### config.mk
export PLATFORM = sky130hd
export DESIGN_NAME = clkdiv_ctrl
export DESIGN_NICKNAME = d
export VERILOG_FILES = /design/src/rtl/clkdiv_pkg.sv /design/src/rtl/clkdiv_rules.sv /design/src/rtl/clkdiv_engine.sv /design/src/rtl/clkdiv_seq.sv /design/src/rtl/clkdiv_ctrl.sv
export SDC_FILE = /design/constraint.sdc
export NUM_CORES = 1
export LEC_CHECK = 0
export BUFFER_PORTS_ARGS = -buffer_cell sky130_fd_sc_hd__buf_4
export CORE_AREA = 5 5 62 75
export CTS_CLUSTER_DIAMETER = 50
export DETAILED_ROUTE_END_ITERATION = 10
export DIE_AREA = 0 0 67 80
export GPL_TIMING_DRIVEN = 0
export PLACE_DENSITY = 0.8
export SLEW_MARGIN = 25
export SYNTH_ARGS = -nofsm -noshare
export SYNTH_HDL_FRONTEND = slang
export SYNTH_HIERARCHICAL = 1
export SYNTH_SLANG_ARGS = --single-unit
### constraint.sdc
create_clock -name clk -period 2 [get_ports clk]
set_input_delay 0.4 -clock clk [delete_from_list [all_inputs] [get_ports clk]]
set_output_delay 0.4 -clock clk [all_outputs]
set_load 0.03 [all_outputs]
### src/rtl/clkdiv_pkg.sv
package clkdiv_pkg;

   localparam int CODE_W  = 3;
   localparam int SHIFT_W = 2;
   localparam int NUM_DOM = 4;

   // domain slot order inside the ratio register, LSB first
   localparam int DOM_CORE = 0;
   localparam int DOM_BUS  = 1;
   localparam int DOM_PER  = 2;
   localparam int DOM_TMR  = 3;

   typedef struct packed {
      logic [CODE_W-1:0] tmr;
      logic [CODE_W-1:0] per;
      logic [CODE_W-1:0] bus;
      logic [CODE_W-1:0] core;
   } ratio_cfg_t;

   typedef struct packed {
      logic               ok;
      logic [SHIFT_W-1:0] sh;
   } ratio_dec_t;

   typedef enum logic [2:0] {
      SQ_IDLE  = 3'd0,
      SQ_ALIGN = 3'd1,
      SQ_BUS   = 3'd2,
      SQ_PER   = 3'd3,
      SQ_SYNC  = 3'd4
   } seq_state_e;

   localparam logic [NUM_DOM*CODE_W-1:0] CFG_RESET = 12'h6DB;

   // code to log2 of the division ratio
   function automatic ratio_dec_t decode_code(input logic [CODE_W-1:0] c);
      ratio_dec_t r;
      r.ok = 1'b1;
      r.sh = '0;
      case (c)
         3'b000:  r.sh = 2'd0;
         3'b001:  r.sh = 2'd1;
         3'b011:  r.sh = 2'd2;
         3'b101:  r.sh = 2'd3;
         default: r.ok = 1'b0;
      endcase
      return r;
   endfunction

endpackage

### src/rtl/clkdiv_rules.sv
module clkdiv_rules
   import clkdiv_pkg::*;
(
   input  ratio_cfg_t req,
   output logic       legal
);

   ratio_dec_t d_core, d_bus, d_per, d_tmr;

   always_comb begin
      d_core = decode_code(req.core);
      d_bus  = decode_code(req.bus);
      d_per  = decode_code(req.per);
      d_tmr  = decode_code(req.tmr);
   end

   logic codes_ok, bus_eq_per, bus_not_one, core_fastest, tmr_between;

   always_comb begin
      codes_ok     = d_core.ok & d_bus.ok & d_per.ok & d_tmr.ok;
      bus_eq_per   = (d_bus.sh == d_per.sh);
      bus_not_one  = (d_bus.sh != '0);
      core_fastest = (d_core.sh <= d_bus.sh);
      tmr_between  = (d_core.sh <= d_tmr.sh) && (d_tmr.sh <= d_per.sh);
      legal = codes_ok & bus_eq_per & bus_not_one & core_fastest & tmr_between;
   end

endmodule

### src/rtl/clkdiv_engine.sv
module clkdiv_engine
   import clkdiv_pkg::*;
#(
   parameter int BASE_W = 3
)(
   input  logic                       clk,
   input  logic                       rst_n,
   input  logic [NUM_DOM*SHIFT_W-1:0] shifts,
   output logic [NUM_DOM-1:0]         en,
   output logic                       align
);

   logic [BASE_W-1:0] base_q;

   always_ff @(posedge clk or negedge rst_n) begin
      if (!rst_n) base_q <= '0;
      else        base_q <= base_q + 1'b1;
   end

   assign align = (base_q == '0);

   for (genvar g = 0; g < NUM_DOM; g++) begin : g_dom
      logic [SHIFT_W-1:0] sh;
      logic [BASE_W-1:0]  mask;
      assign sh    = shifts[g*SHIFT_W +: SHIFT_W];
      assign mask  = (BASE_W'(1) << sh) - BASE_W'(1);
      assign en[g] = ((base_q & mask) == '0);
   end

endmodule

### src/rtl/clkdiv_seq.sv
module clkdiv_seq
   import clkdiv_pkg::*;
#(
   parameter int BUS_WAIT = 11,
   parameter int PER_WAIT = 7
)(
   input  logic clk,
   input  logic rst_n,
   input  logic start,
   input  logic align,
   input  logic en_bus,
   input  logic en_per,
   output logic busy,
   output logic apply
);

   localparam int MAXW = (BUS_WAIT > PER_WAIT) ? BUS_WAIT : PER_WAIT;
   localparam int CW   = $clog2(MAXW + 1);

   seq_state_e    st_q;
   logic [CW-1:0] cnt_q;

   always_ff @(posedge clk or negedge rst_n) begin
      if (!rst_n) begin
         st_q  <= SQ_IDLE;
         cnt_q <= '0;
      end else begin
         case (st_q)
            SQ_IDLE:  if (start) st_q <= SQ_ALIGN;
            SQ_ALIGN: if (align) begin
                         st_q  <= SQ_BUS;
                         cnt_q <= '0;
                      end
            SQ_BUS:   if (en_bus) begin
                         if (cnt_q == CW'(BUS_WAIT - 1)) begin
                            st_q  <= SQ_PER;
                            cnt_q <= '0;
                         end else begin
                            cnt_q <= cnt_q + 1'b1;
                         end
                      end
            SQ_PER:   if (en_per) begin
                         if (cnt_q == CW'(PER_WAIT - 1)) begin
                            st_q  <= SQ_SYNC;
                            cnt_q <= '0;
                         end else begin
                            cnt_q <= cnt_q + 1'b1;
                         end
                      end
            SQ_SYNC:  if (align) st_q <= SQ_IDLE;
            default:  st_q <= SQ_IDLE;
         endcase
      end
   end

   assign busy  = (st_q != SQ_IDLE);
   assign apply = (st_q == SQ_SYNC) && align;


   bus_single_chk: assert property (@(posedge clk) disable iff (!rst_n)
      (en_bus && !apply) |=> !en_bus);


   busy_end_chk: assert property (@(posedge clk) disable iff (!rst_n)
      $fell(busy) |-> $past(apply));

endmodule

### src/rtl/clkdiv_ctrl.sv
module clkdiv_ctrl
   import clkdiv_pkg::*;
#(
   parameter int BASE_W   = 3,
   parameter int BUS_WAIT = 11,
   parameter int PER_WAIT = 7
)(
   input  logic        clk,
   input  logic        rst_n,
   input  logic        wr_en,
   input  logic [11:0] wr_data,
   input  logic        err_clr,
   output logic [11:0] rd_cfg,
   output logic        busy,
   output logic        err,
   output logic        en_core,
   output logic        en_bus,
   output logic        en_per,
   output logic        en_tmr
);

   localparam int CFG_W = NUM_DOM * CODE_W;

   if (BASE_W < 3) begin : g_bad_base
      $error("BASE_W must cover the slowest ratio of 8");
   end
   if (BUS_WAIT < 1 || PER_WAIT < 1) begin : g_bad_wait
      $error("switchover stage lengths must be at least 1");
   end

   logic [CFG_W-1:0] cfg_q, pend_q;
   logic             err_q;
   logic             legal, start, apply, align;
   logic [NUM_DOM-1:0]         en_v, act_ok;
   logic [NUM_DOM*SHIFT_W-1:0] act_sh;

   clkdiv_rules u_rules (
      .req   (ratio_cfg_t'(wr_data)),
      .legal (legal)
   );

   assign start = wr_en && !busy && legal;

   always_ff @(posedge clk or negedge rst_n) begin
      if (!rst_n) begin
         cfg_q  <= CFG_RESET;
         pend_q <= CFG_RESET;
         err_q  <= 1'b0;
      end else begin
         if (start) pend_q <= wr_data;
         if (apply) cfg_q  <= pend_q;
         if (wr_en && !busy && !legal) err_q <= 1'b1;
         else if (err_clr)             err_q <= 1'b0;
      end
   end

   for (genvar g = 0; g < NUM_DOM; g++) begin : g_act
      ratio_dec_t dc;
      assign dc = decode_code(cfg_q[g*CODE_W +: CODE_W]);
      assign act_sh[g*SHIFT_W +: SHIFT_W] = dc.sh;
      assign act_ok[g] = dc.ok;
   end

   clkdiv_seq #(.BUS_WAIT(BUS_WAIT), .PER_WAIT(PER_WAIT)) u_seq (
      .clk    (clk),
      .rst_n  (rst_n),
      .start  (start),
      .align  (align),
      .en_bus (en_v[DOM_BUS]),
      .en_per (en_v[DOM_PER]),
      .busy   (busy),
      .apply  (apply)
   );

   clkdiv_engine #(.BASE_W(BASE_W)) u_eng (
      .clk    (clk),
      .rst_n  (rst_n),
      .shifts (act_sh),
      .en     (en_v),
      .align  (align)
   );

   assign rd_cfg  = cfg_q;
   assign err     = err_q;
   assign en_core = en_v[DOM_CORE];
   assign en_bus  = en_v[DOM_BUS];
   assign en_per  = en_v[DOM_PER];
   assign en_tmr  = en_v[DOM_TMR];


   wr_busy_hold_chk: assert property (@(posedge clk) disable iff (!rst_n)
      (busy && wr_en && !apply) |=> $stable(rd_cfg));


   bad_wr_err_chk: assert property (@(posedge clk) disable iff (!rst_n)
      (wr_en && !busy && !legal) |=> (err && $stable(rd_cfg)));


   apply_align_chk: assert property (@(posedge clk) disable iff (!rst_n)
      apply |-> (en_core && en_bus && en_per && en_tmr));


   cfg_code_ok_chk: assert property (@(posedge clk) disable iff (!rst_n)
      (&act_ok));

endmodule

==> impl_metrics.csv <==
group,metric,value,unit
power,p_int,1.397,mW
synth,synth_top_area_share,22.95,%
timing,fmax,404.7,MHz
power,p_leak,1.383,nW
power,powerDensity,751.7,nW/um2
die,pin_count,34,
clock_tree,clk_latency,290,ps
route,drt_iter0_markers,75,
synth,synthTopCellsByArea,"dfrtp_1, dfstp_2, mux2_2",
power,sequentialPowerShare,42.0,%
route,num_vias,1547,
placed_design,globalplace.congestion,0.8704,
timing,final.period_utilization,123.5,%
global_route,grt_overflow_total,0,
timing,finClkSkew,7.061,ps
timing,rsz0062_at_grt,"yes",
placed_design,numPortBuffers,33,
timing,hold_viol,0,
timing,finalMaxSlewViolations,0,
die,dieArea,5360,um2
clock_tree,cts_max_level,2,
clock_tree,cts_buffers,5,
route,drt_wl_total,4.654,mm
setup_path,crit_path_end_kind,"register",
layout,stdcell_area,2764,um2
layout,final_cells,292,
global_route,grt_max_degree,36,
global_route,antenna_found_initial,0,
die,rows,25,
timing,report.final.setup_viol,13,
layout,fin_util,71.84,%
clock_tree,cts_tree,"built",
layout,layout_commonest_cell,"buf_4",
setup_path,crit_arrival,2650,ps
synth,synth_ff_type,"dfrtp_1",
layout,drive_above_1_share,54.20,%
global_route,grtUsageMet3,4.225,%
power,clkPwrFrac,24.4,%
setup_path,path_class,"in2reg",
synth,synthArstFlopShare,100.0,%
run_status,outcome,"finished with violations",
global_route,gr-usage-met2,28.91,%
timing,holdWs,43.92,ps
route,ant_nets,0,
layout,mostFrequentLayoutCells,"buf_4, dfrtp_1, dfstp_2, mux2_2, nand2_1",
clock_tree,cts_buffer_depth,2,
route,detail_route.wl_per_cell,15.94,um
global_route,gr-max-usage-layer,"met2",
clock_tree,clock-root-buffer,"clkbuf_8",
timing,relSlewSlack,71.33,%
die,dieWidth,67,um
clock_tree,clk_pin_slew,80,ps
min_path,worstHoldPathType,"in2async",
power,irDropWorstVdd,0.0004385,V
synth,yosysUniqueCellTypes,43,
synth,yosysWarnings,6,
route,via_per_inst,5.298,
setup_path,required,2180,ps
synth,yosysSeqAreaShare,43.24,%
synth,ys_ff_latch,35,
power,p_total,2.078,mW
power,swShare,32.77,%
layout,area_delta_synth_final,33.39,%
global_route,use_met1,20.04,%
synth,synth.largest_area_cell,"dfrtp_1",
global_route,grt_use_total,17.05,%
synth,syn-num-nets,210,
power,power_switching,680.8,uW
placed_design,placed_area,2409,um2
placed_design,hpwlAfterDp,3.071,mm
timing,fin_ws,-470.8,ps
setup_path,crit_path_max_fanout,5,
timing,period_needed,2471,ps
global_route,grt_pass1_vias,1487,
clock_tree,cts.sinks,35,
placed_design,dp_cells,271,
layout,layout.nets,263,
setup_path,cp-start-kind,"input port",
timing,tightestPinTransition,430.1,ps
placed_design,pre_cts_slack,-829.2,ps
synth,syn_inst,184,
synth,synth_edf_count,0,
run,cap_violations,0,
route,firstDrtPassIters,4,
die,fp.coreArea,3847,um2
global_route,grt_pass1_wl,6.920,mm
timing,tns,-5727,ps
die,die_h,80,um
power,pwr-share-comb,33.7,%
synth,syn-cell-area,2072,um2
die,initial_utilization,53.85,%
run_status,violations,"setup timing",
synth,syn_avg_cell_area,11.26,um2
route,route.detailed.drc,0,
layout,n_antenna_cell,0,
clock_tree,hold_buffers,0,
==> timing repair <==
| action | CTS | global route |
|---|---|---|
| hold endpoints to repair | 0 | 0 |
| cloned | 0 | 1 |
| setup endpoints to repair | 17 | 24 |
| pin swaps | 11 | 17 |
| gates resized for setup | 12 | 19 |
| buffers inserted | 5 | 7 |
==> sequential cells by signal, summed over array words and instances (netlist names) <==
signal and count:
u_eng/base_q 3, u_seq/st_q 3, u_seq/cnt_q 4, rd_cfg 12, pend_q 12, err 1
==> synthesized netlist by cell type (6+ instances only) <==
library cell / number
inv_1: 13
mux2_2: 16
xor2_1: 9
o21ai_0: 8
a21o_1: 6
mux2_4: 9
dfstp_2: 16
nor2_1: 6
dfrtp_1: 19
nand2_1: 14
ha_1: 10
a21oi_1: 7
and2_1: 6
nor2b_1: 8
==> cell families after synthesis <==
kind of cell,share of synthesized area (%)
simple gates,16.30
flops,43.24
compound gates,10.39
mux,16.18
buf+inv,4.046
fa+ha+maj,6.039
xor+xnor,3.805
==> layout make-up <==
type,count,area [um2]
Buffer,4,46.29
Clock buffer,5,68.82
Clock inverter,3,20.02
Fill cell,275,1084
Inverter,13,51.30
Multi-Input combinational cell,132,1205
Sequential cell,35,895.9
Tap cell,54,67.56
Timing Repair Buffer,46,409.1
==> power groups by stage <==
stage	sequential [mW]	clock [mW]	combinational [mW]
final	0.872	0.507	0.699
after global routing	0.887	0.548	0.768
after CTS	0.871	0.516	0.648
after detailed placement	0.882	0	0.626
after global placement	0.876	0	0.614
after floorplan	0.874	0	0.479
==> final timing paths <==
kind | from | endpoint | slack [ps] | cells past startpoint
max | wr_data[4] | pend_q[5]$_DFFE_PN0P_ | -470 | 12
min | rst_n | u_seq/cnt_q[3]$_DFFE_PN0P_ | 40 | 1
max reg2reg | rd_cfg[7]$_DFFE_PN1P_ | u_seq/cnt_q[0]$_DFFE_PN0P_ | 110 | 8
min reg2reg | pend_q[2]$_DFFE_PN0P_ | rd_cfg[2]$_DFFE_PN0P_ | 520 | 1
max in group asynchronous | rst_n | rd_cfg[7]$_DFFE_PN1P_ | 1610 | 1
min in group clk | err_clr | err$_DFFE_PN0P_ | 290 | 2
==> worst max-delay path: stages <==
cell and delay [ps]:
buf_4 140, xor2_1 160, nand2_1 130, ha_4 240
nor2b_4 120, o21ai_2 170, nand4_1 200, nor4_4 360
nand3b_4 140, buf_12 160, buf_12 130, mux2_4 290
==> layer usage <==
metal	share of wire [%]	wire, um	up-vias
li1	-	-	745
met1	41	1898	761
met2	54	2506	34
met3	3.7	172	7
met4	1.6	76	0
met5	0	0	-
Power figures use the tool's default switching activity.
